File: config.mk
export PLATFORM = sky130hd
export DESIGN_NAME = idx_ea_gen
export DESIGN_NICKNAME = d
export VERILOG_FILES = /design/src/rtl/idx_ea_pkg.sv /design/src/rtl/idx_reg.sv /design/src/rtl/idx_mm_port.sv /design/src/rtl/idx_ea_calc.sv /design/src/rtl/idx_ea_out.sv /design/src/rtl/idx_ea_gen.sv
export SDC_FILE = /design/constraint.sdc
export NUM_CORES = 1
export LEC_CHECK = 0
export CAP_MARGIN = 0
export CORE_MARGIN = 1.5
export CORE_UTILIZATION = 30
export DETAILED_ROUTE_END_ITERATION = 8
export GPL_ROUTABILITY_DRIVEN = 0
export SLEW_MARGIN = 20
export SYNTH_ARGS = -nofsm -noshare
export SYNTH_HDL_FRONTEND = slang
export SYNTH_HIERARCHICAL = 1
export SYNTH_SLANG_ARGS = --single-unit
File: constraint.sdc
create_clock -name clk_i -period 5.11 [get_ports clk_i]
set_input_delay 1.022 -clock clk_i [delete_from_list [all_inputs] [get_ports clk_i]]
set_output_delay 1.022 -clock clk_i [all_outputs]
set_load 0.02 [all_outputs]
File: src/rtl/idx_ea_pkg.sv
package idx_ea_pkg;
  localparam int IDX_W = 11;
  localparam int LOC_W = IDX_W - 1;
  localparam int SEL_B = IDX_W - 1;
  localparam int HI_W  = IDX_W - 8;
  localparam int OFS_W = 8;
  localparam int PA_W  = 12;
  localparam int BYTE_W = 8;

  typedef struct packed {
    logic [PA_W-1:0] addr;
    logic            prog;
    logic            oor;
  } ea_res_t;
endpackage

File: src/rtl/idx_reg.sv
module idx_reg
  import idx_ea_pkg::*;
(
  input  logic              clk_i,
  input  logic              rst_ni,
  input  logic              load_i,
  input  logic [IDX_W-1:0]  load_data_i,
  input  logic              wr_hi_i,
  input  logic              wr_lo_i,
  input  logic [BYTE_W-1:0] wdata_i,
  input  logic              inc_i,
  output logic [IDX_W-1:0]  idx_o
);
  logic [IDX_W-1:0] idx_q;

  // priority: full load > byte write > increment
  always_ff @(posedge clk_i or negedge rst_ni) begin
    if (!rst_ni) begin
      idx_q <= '0;
    end else if (load_i) begin
      idx_q <= load_data_i;
    end else if (wr_hi_i || wr_lo_i) begin
      if (wr_hi_i) idx_q[IDX_W-1:8] <= wdata_i[HI_W-1:0];
      if (wr_lo_i) idx_q[7:0]       <= wdata_i;
    end else if (inc_i) begin
      idx_q[LOC_W-1:0] <= idx_q[LOC_W-1:0] + LOC_W'(1);
    end
  end

  assign idx_o = idx_q;
endmodule

File: src/rtl/idx_mm_port.sv
module idx_mm_port
  import idx_ea_pkg::*;
#(
  parameter logic [BYTE_W-1:0] HI_ADDR = 8'hBE,
  parameter logic [BYTE_W-1:0] LO_ADDR = 8'hBF
) (
  input  logic              wr_i,
  input  logic [BYTE_W-1:0] addr_i,
  input  logic [IDX_W-1:0]  idx_i,
  output logic              wr_hi_o,
  output logic              wr_lo_o,
  output logic [BYTE_W-1:0] rdata_o,
  output logic              hit_o
);
  logic sel_hi, sel_lo;

  assign sel_hi  = (addr_i == HI_ADDR);
  assign sel_lo  = (addr_i == LO_ADDR);
  assign wr_hi_o = wr_i && sel_hi;
  assign wr_lo_o = wr_i && sel_lo;
  assign hit_o   = sel_hi || sel_lo;

  // space-select bit is write-only: read as zero
  always_comb begin
    rdata_o = '0;
    if (sel_hi)      rdata_o = {{(BYTE_W-HI_W+1){1'b0}}, idx_i[SEL_B-1:8]};
    else if (sel_lo) rdata_o = idx_i[7:0];
  end
endmodule

File: src/rtl/idx_ea_calc.sv
module idx_ea_calc
  import idx_ea_pkg::*;
#(
  parameter logic [PA_W-1:0]  PROG_BASE = 12'hC00,
  parameter logic [LOC_W-1:0] DATA_TOP  = 10'h0FF
) (
  input  logic [IDX_W-1:0] idx_i,
  input  logic [OFS_W-1:0] offset_i,
  output ea_res_t          res_o
);
  logic [LOC_W-1:0] loc_sum;
  logic             prog;

  // wraps inside the location field, never touches the selector
  assign loc_sum = idx_i[LOC_W-1:0] + {{(LOC_W-OFS_W){1'b0}}, offset_i};
  assign prog    = idx_i[SEL_B];

  always_comb begin
    res_o.prog = prog;
    if (prog) begin
      res_o.addr = PROG_BASE + {{(PA_W-LOC_W){1'b0}}, loc_sum};
      res_o.oor  = 1'b0;
    end else begin
      res_o.addr = {{(PA_W-LOC_W){1'b0}}, loc_sum};
      res_o.oor  = (loc_sum > DATA_TOP);
    end
  end
endmodule

File: src/rtl/idx_ea_out.sv
module idx_ea_out
  import idx_ea_pkg::*;
(
  input  logic    clk_i,
  input  logic    rst_ni,
  input  logic    req_i,
  input  ea_res_t res_i,
  output logic    valid_o,
  output ea_res_t res_o
);
  always_ff @(posedge clk_i or negedge rst_ni) begin
    if (!rst_ni) begin
      valid_o <= 1'b0;
      res_o   <= '0;
    end else begin
      valid_o <= req_i;
      if (req_i) res_o <= res_i;
    end
  end
endmodule

File: src/rtl/idx_ea_gen.sv
module idx_ea_gen
  import idx_ea_pkg::*;
#(
  parameter logic [BYTE_W-1:0] HI_ADDR   = 8'hBE,
  parameter logic [BYTE_W-1:0] LO_ADDR   = 8'hBF,
  parameter logic [PA_W-1:0]   PROG_BASE = 12'hC00,
  parameter logic [LOC_W-1:0]  DATA_TOP  = 10'h0FF
) (
  input  logic              clk_i,
  input  logic              rst_ni,
  input  logic              xload_valid_i,
  input  logic [IDX_W-1:0]  xload_data_i,
  input  logic              mm_wr_i,
  input  logic [BYTE_W-1:0] mm_addr_i,
  input  logic [BYTE_W-1:0] mm_wdata_i,
  input  logic              cnt_inc_i,
  input  logic              ea_req_i,
  input  logic [OFS_W-1:0]  offset_i,
  output logic [BYTE_W-1:0] mm_rdata_o,
  output logic              mm_hit_o,
  output logic              ea_valid_o,
  output logic [PA_W-1:0]   ea_addr_o,
  output logic              ea_prog_o,
  output logic              ea_oor_o
);
  logic [IDX_W-1:0] idx_q;
  logic             wr_hi, wr_lo;
  ea_res_t          ea_comb, ea_q;

  idx_mm_port #(.HI_ADDR(HI_ADDR), .LO_ADDR(LO_ADDR)) u_mm (
    .wr_i   (mm_wr_i),
    .addr_i (mm_addr_i),
    .idx_i  (idx_q),
    .wr_hi_o(wr_hi),
    .wr_lo_o(wr_lo),
    .rdata_o(mm_rdata_o),
    .hit_o  (mm_hit_o)
  );

  idx_reg u_reg (
    .clk_i      (clk_i),
    .rst_ni     (rst_ni),
    .load_i     (xload_valid_i),
    .load_data_i(xload_data_i),
    .wr_hi_i    (wr_hi),
    .wr_lo_i    (wr_lo),
    .wdata_i    (mm_wdata_i),
    .inc_i      (cnt_inc_i),
    .idx_o      (idx_q)
  );

  idx_ea_calc #(.PROG_BASE(PROG_BASE), .DATA_TOP(DATA_TOP)) u_calc (
    .idx_i   (idx_q),
    .offset_i(offset_i),
    .res_o   (ea_comb)
  );

  idx_ea_out u_out (
    .clk_i  (clk_i),
    .rst_ni (rst_ni),
    .req_i  (ea_req_i),
    .res_i  (ea_comb),
    .valid_o(ea_valid_o),
    .res_o  (ea_q)
  );

  assign ea_addr_o = ea_q.addr;
  assign ea_prog_o = ea_q.prog;
  assign ea_oor_o  = ea_q.oor;
endmodule

# Word level (Yosys, flattened, before mapping)
# Cells that the tools add are included.
dict set report totals {
  register_bits 26
  input_bits 41
  output_inout_bits 24
  wordCells 35
}
dict set report op_classes {
  add_sub_neg 3
  magnitude_cmp 1
  n_eq_ne 4
  n_mux 10
  reduce_logical 10
}
# cell count
set op_table {}
lappend op_table {{8-bit 2-to-1 mux} 3}
lappend op_table {{10-bit 2-to-1 mux} 2}
lappend op_table {{8-bit equality test, second input constant} 2}
lappend op_table {{11-bit by 11-bit adder with 12-bit output, first input constant} 1}
lappend op_table {{12-bit 2-to-1 mux} 1}
lappend op_table {{11-bit 2-to-1 mux} 1}
lappend op_table {{10-bit by 1-bit adder with 10-bit output, second input constant} 1}
lappend op_table {{10-bit by 8-bit adder with 10-bit output} 1}
lappend op_table {{10-bit by 8-bit greater-than comparator with 1-bit output, second input constant} 1}
lappend op_table {{3-bit by 2-bit inequality test with 1-bit output, second input constant} 2}
lappend op_table {{2-bit AND reduction} 3}
lappend op_table {{2-bit nonzero test} 2}
lappend op_table {{3-bit 2-to-1 mux} 1}
lappend op_table {{3-bit nonzero test} 1}
lappend op_table {{1-bit logical AND} 2}
lappend op_table {{1-bit logical OR} 2}
lappend op_table {{1-bit 2-to-1 mux} 2}

# Depth between registers and ports, before layout
# Gate-level depths: netlist of the first run.
dict set report logic_depth {
  word_depth 5
  ltp_mapped 8
  mapped_depth_nobuf 8
}

# By module
# Netlist of the first run, hierarchy kept.
# mod n_inst cells_each area_each_um2 seq_area_each_um2
set modules_own_cells {}
lappend modules_own_cells {idx_reg 1 94 819.5 275.3}
lappend modules_own_cells {idx_ea_out 1 30 544.3 375.4}
lappend modules_own_cells {idx_ea_calc 1 57 429.2 0.0}
lappend modules_own_cells {idx_mm_port 1 24 153.9 0.0}

# Worst setup path before layout of the first run
# OpenSTA, ideal clock, no wires.
dict set report synth_path {
  path_type {input to output}
  from {in mm_addr_i[6]}
  to {out mm_rdata_o[0]}
  arrival_time_ns 1.827
  required_time_ns 4.088
  path_slack_ns 2.261
  stages 3
  n_path_buf 1
  cell_sequence {nand4b_4 > buf_6 > nor3_1}
}
dict set report synth_via {
  elab_chain_len 3
  elab_cells_between_ends 4
  classes_between {2 x eq/ne; 2 x mux}
}
# element line_no
set synth_lines {}
lappend synth_lines {{start, declared} idx_ea_gen.sv:14} ;# input logic [BYTE_W-1:0] mm_addr_i,
lappend synth_lines {{8-bit equality test} idx_mm_port.sv:18} ;# assign sel_lo = (addr_i == LO_ADDR);
lappend synth_lines {{8-bit 2-to-1 mux} idx_mm_port.sv:27} ;# else if (sel_lo) rdata_o = idx_i[7:0];
lappend synth_lines {{8-bit 2-to-1 mux *} idx_mm_port.sv:26} ;# if (sel_hi) rdata_o = {{(BYTE_W-HI_W+1){1'b0}}, idx_i[SEL_B-1:8]};
lappend synth_lines {{end, declared} idx_ea_gen.sv:19} ;# output logic [BYTE_W-1:0] mm_rdata_o,
# Mark *: on every way between the ends. The rest lies on a longest branch, timed or not.

# Worst setup path in the final report of the first run
dict set report layout_path {
  from {in mm_addr_i[0]}
  to {out mm_rdata_o[2]}
}
# Same word-level chain as after synthesis.

==> results of run 1 <==
[worst max-delay path, delay by kind of cell]
family                 cells  cell delay, ps
buffers and inverters      2            1210
and+or+nand+nor            2             440
[flip-flops by register name, summed over array words and instances (netlist names)]
name	count
u_reg/idx_o	11
u_out/valid_o	1
u_out/res_o	14
[cells in the mapped netlist (3+ instances only)]
cell type / n / area share
a211oi_1: 4 / 0.015
a21o_1: 4 / 0.015
a21oi_1: 8 / 0.021
buf_2: 5 / 0.013
buf_4: 3 / 0.012
dfrtp_1: 26 / 0.33
ha_1: 9 / 0.058
inv_1: 14 / 0.027
mux2_2: 14 / 0.081
mux2i_1: 7 / 0.036
nand2_1: 9 / 0.017
nand2b_1: 3 / 0.0096
nand3_1: 4 / 0.010
nand4_1: 3 / 0.0096
nor2_1: 14 / 0.027
nor2b_1: 3 / 0.0096
nor3_1: 11 / 0.028
o21ai_0: 6 / 0.015
o21ai_1: 6 / 0.015
o22a_1: 4 / 0.018
xnor2_1: 10 / 0.045
xor2_1: 3 / 0.013
[layout make-up]
cell class | count | area share
Sequential cell | 26 | 0.241
Clock inverter | 1 | 0.0111
Timing Repair Buffer | 67 | 0.245
Tap cell | 77 | 0.0356
Clock buffer | 3 | 0.0153
Inverter | 14 | 0.0194
Multi-Input combinational cell | 154 | 0.433
[metrics by stage]
stage / std cells / power, mW
after floorplan: 205 / 0.457
after global placement: 338 / 0.588
after detailed placement: 338 / 0.594
after CTS: 342 / 0.774
after global routing: 342 / 0.813
final: 342 / 0.765
[cell families (layout without fill, tap and decap cells)]
group / after synthesis / count (layout) / synth area share
buffers and inverters: 25 / 85 / 0.0649
AO/OA/AOI/OAI: 46 / 46 / 0.163
multiplexers: 22 / 22 / 0.123
AND/OR/NAND/NOR: 63 / 63 / 0.189
adder cells (fa/ha/maj): 10 / 10 / 0.0681
XOR/XNOR: 13 / 13 / 0.0585
flip-flops: 26 / 26 / 0.334
[power by group]
group | switching (mW) | total (mW) | internal (mW)
clock | 0.0738 | 0.179 | 0.105
combinational | 0.136 | 0.299 | 0.163
sequential | 0.0401 | 0.288 | 0.248
total | 0.250 | 0.765 | 0.516
[how the worst max path moves through the flow]
stage	to	start	slack (ps)	depth (start not counted)
after floorplan	mm_rdata_o[0]	mm_addr_i[6]	2260	3
after global placement	mm_rdata_o[2]	mm_addr_i[0]	1450	4
after detailed placement	mm_rdata_o[2]	mm_addr_i[0]	1410	4
after CTS	mm_rdata_o[2]	mm_addr_i[0]	1410	4
after global routing	mm_rdata_o[2]	mm_addr_i[0]	1310	4
final	mm_rdata_o[2]	mm_addr_i[0]	1420	4
[routing by layer]
layer / up-vias / global-route usage
met1: 871 / 0.204
li1: 871 / -
met4: 0 / 0.0313
met2: 44 / 0.266
met3: 2 / 0.0218
met5: - / 0
[cells in the final DEF (no fill, tap or decap), types with 2 or more instances in the layout]
| master | netlist | final |
|---|---|---|
| a211oi_1 | 4 | 4 |
| a21o_1 | 4 | 4 |
| a21oi_1 | 8 | 8 |
| a311oi_1 | 2 | 2 |
| a31oi_1 | 2 | 2 |
| buf_4 | 3 | 3 |
| clkbuf_8 | 0 | 3 |
| clkdlybuf4s50_1 | 0 | 64 |
| dfrtp_1 | 26 | 26 |
| ha_1 | 9 | 9 |
| inv_1 | 14 | 14 |
| mux2_2 | 14 | 14 |
| mux2i_1 | 7 | 7 |
| nand2_1 | 9 | 9 |
| nand2b_1 | 3 | 3 |
| nand3_1 | 4 | 4 |
| nand4_1 | 3 | 3 |
| nand4_2 | 2 | 2 |
| nor2_1 | 14 | 14 |
| nor2b_1 | 3 | 3 |
| nor3_1 | 11 | 11 |
| nor4b_1 | 2 | 2 |
| o21ai_0 | 6 | 6 |
| o21ai_1 | 6 | 6 |
| o22a_1 | 4 | 4 |
| or3_1 | 2 | 2 |
| xnor2_1 | 10 | 10 |
| xor2_1 | 3 | 3 |
==> impl_metrics.tcl, run 1 <==
set metrics [dict create \
    num_rows 29 \
    r2r_end "u_out/res_o[0]" \
    route.met3.wl_um 183 \
    cts_sinks 26 \
    period_minus_slack_ps 3690 \
    end_kind "primary output" \
    worstHoldPathCells 1 \
    fin_hold_ws_ps 519 \
    dr.pass1.iters 4 \
    wl_per_cell_um 15.3 \
    drive_gt1_frac 0.0981 \
    critPathKind "in -> out" \
    post-route-util 0.428 \
    fin_ws_ps 1420 \
    cts_resized 0 \
    synth_edf_count 0 \
    rr_worst_depth 8 \
    drtIter0Drc 89 \
    timing_max_transition_violations_final 0 \
    cts_tree "done" \
    wl_met1_um 2430 \
    die_width_um 83.6 \
    synthArstFlopShare 1.00 \
    grt_max_degree 33 \
    synthesis.nets 256 \
    grt_pass1_wl_um 8600 \
    fillers 659 \
    yosysUniqueCellTypes 51 \
    met2_length_um 2600 \
    antenna_found_initial 0 \
    dr_total_vias 1788 \
    ioPinCount 65 \
    worst_pin_slew_ps 1010 \
    syn_avg_cell_area_um2 9.50 \
    port_buffers 64 \
    clkLatencyLatePin_ps 280 \
    ir_drop_v 0.000171 \
    status "complete, no violations" \
    cts.clk_slew.worst_paths_ps 100 \
    drt-total-wl_um 5230 \
    die_h_um 83.6 \
    worst_path_largest_cell_delay_ps 640 \
    min_from "u_out/res_o[5]" \
    gr-usage-all-layers 0.153 \
    nNetsFinal 317 \
    maxCapViolations 0 \
    hpwl_um 4000 \
    dpl_cell_area_um2 2630 \
    detailedPlace.worstSlack_ps 1410 \
    register_area_um2 651 \
    multi_input_area_um2 1170 \
    yosys_register_bits 26 \
    final.period_utilization 0.722 \
    stdcell_area_um2 2700 \
    die-area_um2 6980 \
    worstSetupStartpointType "input port" \
    cts_root_buf "clkbuf_8" \
    cts_hold_buf 0 \
    antenna_left 0 \
    ys_warn_count 6 \
    cp_common_cell "clkdlybuf4s50_1" \
    worstPathRequired_ps 4090 \
    drc_errors 0 \
    synth_ff_type "dfrtp_1" \
    path_cells "clkdlybuf4s50_1, nand4_2, nor3_1, clkdlybuf4s50_1" \
    h-tree-depth 1 \
    setup-tns-final_ps 0 \
    syn-instance-count 205 \
    core_um2 6310 \
    finalSetupViolCount 0 \
    grt-ovfl-total 0 \
    fmax_mhz 271 \
    crit_path_max_fanout 7 \
    netlist_area_um2 1950 \
    power_density_nw_per_um2 283 \
    via_per_inst 5.23 \
    slew_headroom 0.324 \
    crit_slowest_cell "clkdlybuf4s50_1" \
    r2r_setup_slack_ps 2680 \
    ys_seq_area_frac 0.334 \
    cp.arrival_ps 2670 \
    rsz0062_at_grt "false" \
    fin_skew_ps 3.67 \
    post_cts.repair.setup_buffers 0 \
    top_layer "met4" \
    cts_buffer_depth 2 \
    first_global_vias 1743 \
    hold_violations 0 \
    worstHoldEndpoint "u_out/res_o[5]" \
    min_path_type "reg -> reg" \
    cts_buffers 3 \
    diodes 0 \
    p_leak_nw 1.11 \
    initial_core_util 0.308 \
    area_growth_syn_to_layout_pct 38.9 \
    r2r-start "u_reg/idx_o[0]" \
]
Power figures use the tool's default switching activity.
==> inputs of run 2 (changes only) <==
- clock period: 5.11 -> 3.8 ns (I/O delays scaled with it)
==> impl_metrics.tcl, run 2 (synthesis results as in run 1) <==
set metrics [dict create \
    status "complete, no violations" \
    dr_total_vias 1779 \
    via_per_inst 5.19 \
    fin_skew_ps 1.12 \
    end_kind "primary output" \
    initial_core_util 0.308 \
    rsz0062_at_grt "false" \
    gr-usage-all-layers 0.155 \
    port_buffers 64 \
    drtIter0Drc 80 \
    cts_buffers 3 \
    crit_slowest_cell "clkdlybuf4s50_1" \
    min_path_type "reg -> reg" \
    core_um2 6310 \
    drt-total-wl_um 5250 \
    grt-ovfl-total 0 \
    maxCapViolations 0 \
    p_leak_nw 1.11 \
    hpwl_um 3990 \
    ir_drop_v 0.000167 \
    antenna_found_initial 0 \
    cts_sinks 26 \
    hold_violations 0 \
    worst_pin_slew_ps 699 \
    cts_resized 0 \
    power_density_nw_per_um2 378 \
    post_cts.repair.setup_buffers 0 \
    drive_gt1_frac 0.102 \
    final_cell_mix "clkdlybuf4s50_1 (64), dfrtp_1 (26), inv_1 (14), nor2_1 (14), mux2_2 (14)" \
    worstPathRequired_ps 3040 \
    total_power_mw 1.03 \
    num_rows 29 \
    die-area_um2 6980 \
    wl_per_cell_um 15.3 \
    r2r_setup_slack_ps 1350 \
    fin_ws_ps 603 \
    ioPinCount 65 \
    worstSetupStartpointType "input port" \
    antenna_left 0 \
    detailedPlace.worstSlack_ps 607 \
    path_cells "clkdlybuf4s50_1, nand4_2, nor3_1, clkdlybuf4s50_1" \
    critPathKind "in -> out" \
    cts_root_buf "clkbuf_8" \
    cp_common_cell "clkdlybuf4s50_1" \
    slew_headroom 0.532 \
    setup-tns-final_ps 0 \
    crit_buf_inv 2 \
    dr.pass1.iters 4 \
    grt_pass1_wl_um 8720 \
    cts_tree "done" \
    cts.clk_slew.worst_paths_ps 100 \
    die_width_um 83.6 \
    cp.arrival_ps 2440 \
    h-tree-depth 1 \
    post-route-util 0.429 \
    drc_errors 0 \
    die_h_um 83.6 \
    fmax_mhz 313 \
    worst_path_largest_cell_delay_ps 650 \
    fin_hold_ws_ps 516 \
    largest_reg_flops 14 \
    nNetsFinal 318 \
    crit_family "buffers and inverters" \
    first_global_vias 1775 \
    cts_hold_buf 0 \
    final.period_utilization 0.841 \
    cts_buffer_depth 2 \
    largest_register "u_out/res_o" \
    finalSetupViolCount 0 \
    grt_max_degree 27 \
    diodes 0 \
    area_growth_syn_to_layout_pct 39.3 \
    final_common_cell "clkdlybuf4s50_1" \
    period_minus_slack_ps 3200 \
    crit_path_max_fanout 7 \
    timing_max_transition_violations_final 0 \
    clkLatencyLatePin_ps 270 \
]
## run 2: worst register-to-register path: cells and delay by family, from the launching register on
kind / cells / cell delay, ps
adders and majority gates: 2 / 630
DFF: 1 / 490
AOI/OAI and AO/OA: 2 / 500
and+or+nand+nor: 2 / 390
muxes: 1 / 270
buffers and inverters: 1 / 60
## run 2: path summary, 6_finish.rpt
| kind | cells past startpoint | startpoint | endpoint |
|---|---|---|---|
| worst max-delay path | 4 | mm_addr_i[0] | mm_rdata_o[2] |
| worst min-delay path | 1 | u_out/res_o[5] | u_out/res_o[5] |
| worst max register to register | 8 | u_reg/idx_o[0] | u_out/res_o[0] |
| worst min register to register | 1 | u_out/res_o[5] | u_out/res_o[5] |
| max in group asynchronous | 2 | rst_ni | u_out/res_o[11] |
| min in group asynchronous | 2 | rst_ni | u_out/res_o[3] |
## run 2: where the power goes
group | switching [mW] | leakage (nW) | internal, mW | total [mW]
logic | 0.183 | 0.763 | 0.220 | 0.403
registers | 0.0520 | 0.314 | 0.333 | 0.385
clock network | 0.0962 | 0.0357 | 0.141 | 0.237
## run 2: through the flow
step,area (um2),std cells
floorplan,1950,205
global placement,2640,339
detailed placement,2640,339
CTS,2710,343
global route,2710,343
finish,2710,343
## run 2: area by class of cell
class                           count  area [um2]
Multi-Input combinational cell    154        1170
Clock buffer                        3        41.3
Inverter                           14        52.6
Clock inverter                      1        30.0
Sequential cell                    26         651
Fill cell                         633        3600
Tap cell                           77        96.3
Timing Repair Buffer               68         671
## run 2: metal layers
layer | routed length [um] | vias to the layer above | global-route usage | part of all wire
met2 | 2510 | 56 | 0.258 | 0.48
met1 | 2420 | 848 | 0.207 | 0.46
met3 | 246 | 6 | 0.0267 | 0.047
met4 | 65 | 0 | 0.0432 | 0.012
met5 | 0 | - | 0 | 0
li1 | - | 869 | - | -
==> inputs of run 3 (changes only) <==
- clock period: 3.8 -> 2.7 ns (I/O delays scaled with it)
==> impl_metrics.tcl, run 3 (synthesis results as in run 1) <==
set metrics [dict create \
    core_um2 6310 \
    grt-ovfl-total 0 \
    maxCapViolations 0 \
    port_buffers 64 \
    power_density_nw_per_um2 524 \
    gr-usage-all-layers 0.157 \
    dpl_cell_area_um2 2720 \
    area_growth_syn_to_layout_pct 43.6 \
    finalSetupViolCount 0 \
    comb_power_share 0.400 \
    final.period_utilization 0.941 \
    fillers 642 \
    h-tree-depth 1 \
    cp_common_cell "clkdlybuf4s50_1" \
    cts.clk_slew.worst_paths_ps 100 \
    grtUsageMet3 0.0247 \
    antenna_found_initial 0 \
    crit_slowest_cell "clkdlybuf4s50_1" \
    fmax_mhz 394 \
    intPower_uw 993 \
    cts_hold_buf 0 \
    post_cts.repair.setup_buffers 0 \
    period_minus_slack_ps 2540 \
    via_per_inst 5.11 \
    drc_errors 0 \
    power_frac_seq 0.372 \
    use_met2 0.264 \
    stdcell_area_um2 2800 \
    crit_path_max_fanout 11 \
    fin_hold_ws_ps 521 \
    worstHoldEndpoint "u_out/res_o[7]" \
    min_from "u_out/res_o[7]" \
    hpwl_um 4060 \
    critPathKind "in -> out" \
    timing_max_transition_violations_final 0 \
    slew_headroom 0.557 \
    min_path_type "reg -> reg" \
    fin_skew_ps 1.66 \
    dr.pass1.iters 4 \
    cts_buffer_depth 2 \
    switchingPower_uw 473 \
    cts_buffers 3 \
    multi_input_area_um2 1170 \
    r2r-start "u_reg/idx_o[0]" \
    num_rows 29 \
    nNetsFinal 328 \
    ioPinCount 65 \
    worstSetupStartpointType "input port" \
    r2r_end "u_out/res_o[0]" \
    rr_worst_depth 9 \
    worstHoldPathCells 1 \
    pwr-share-clk 0.228 \
    largest_register "u_out/res_o" \
    worst_path_largest_cell_delay_ps 620 \
    swShare 0.323 \
    grt_max_degree 27 \
    rsz0062_at_grt "false" \
    met1_usage 0.209 \
    stdcell_count 353 \
    wl_per_cell_um 15.0 \
    setup-tns-final_ps 0 \
    register_area_um2 651 \
    dr_total_vias 1805 \
    cts_sinks 26 \
    final_cell_mix "clkdlybuf4s50_1 (56), dfrtp_1 (26)" \
    antenna_left 0 \
    cp.arrival_ps 2000 \
    p_leak_nw 1.27 \
    die-area_um2 6980 \
    ir_drop_v 0.000248 \
    final_common_cell "clkdlybuf4s50_1" \
    r2r_setup_slack_ps 400 \
    first_global_vias 1801 \
    clkLatencyLatePin_ps 270 \
    grt_pass1_wl_um 8840 \
    total_power_mw 1.47 \
    hold_violations 0 \
    busiest_layer "met2" \
    die_width_um 83.6 \
    worst_pin_slew_ps 662 \
    end_kind "primary output" \
    drtIter0Drc 81 \
    status "complete, no violations" \
    dp_cells 349 \
    drive_gt1_frac 0.134 \
    cts_tree "done" \
    worstPathRequired_ps 2160 \
    cts_root_buf "clkbuf_8" \
    largest_reg_flops 14 \
    die_h_um 83.6 \
    path_cells "clkdlybuf4s50_1, nand4b_4, nor2_1, clkdlybuf4s50_1" \
    diodes 0 \
    initial_core_util 0.308 \
    drt-total-wl_um 5290 \
]
-- run 3: worst max-delay path by stage --
| stage | start | end | slack, ps | cells after the start |
|---|---|---|---|---|
| floorplan | offset_i[0] | u_out/res_o[0] | 520 | 8 |
| global placement | mm_addr_i[5] | mm_rdata_o[0] | -60 | 4 |
| detailed placement | offset_i[0] | u_out/res_o[0] | -90 | 10 |
| CTS | mm_addr_i[5] | mm_rdata_o[5] | 40 | 4 |
| global route | mm_addr_i[5] | mm_hit_o | 70 | 4 |
| finish | mm_addr_i[5] | mm_hit_o | 160 | 4 |
-- run 3: metal layers --
metal	vias up	wire length [um]
met3	10	288
met1	849	2350
met2	60	2540
met5	-	0
li1	886	-
met4	0	109
-- run 3: timing repair --
action,CTS,global route
resized for setup,3,5
pin swaps,0,0
endpoints found under the setup margin,3,5
-- run 3: area by class of cell --
cell class / instances / share of cell area
repair buffers: 78 / 0.270
well taps: 77 / 0.0345
clock inverters: 1 / 0.0107
multi-input cells: 154 / 0.419
inverters: 14 / 0.0188
flip-flops and latches: 26 / 0.233
clock buffers: 3 / 0.0148
-- run 3: power by group through the flow --
stage          Clock (mW)  Combinational, mW  Sequential (mW)
2_1_floorplan           0              0.254            0.611
3_3_place_gp            0              0.580            0.549
3_5_place_dp            0              0.588            0.556
4_1_cts             0.346              0.590            0.547
5_1_grt             0.363              0.635            0.562
6_report            0.335              0.586            0.545
-- run 3: critical path, delay by kind of cell --
| family | cells | cell delay [ps] |
|---|---|---|
| buf+inv | 2 | 1130 |
| simple gates | 2 | 330 |
-- run 3: metrics by stage --
| step | utilization | setup slack (ps) |
|---|---|---|
| 6_report | 0.443 | 161 |
| 5_1_grt | 0.443 | 66.9 |
| 4_1_cts | 0.441 | 39.0 |
| 3_5_place_dp | 0.430 | -90.5 |
| 3_3_place_gp | 0.430 | -57.7 |
| 2_1_floorplan | - | 518 |
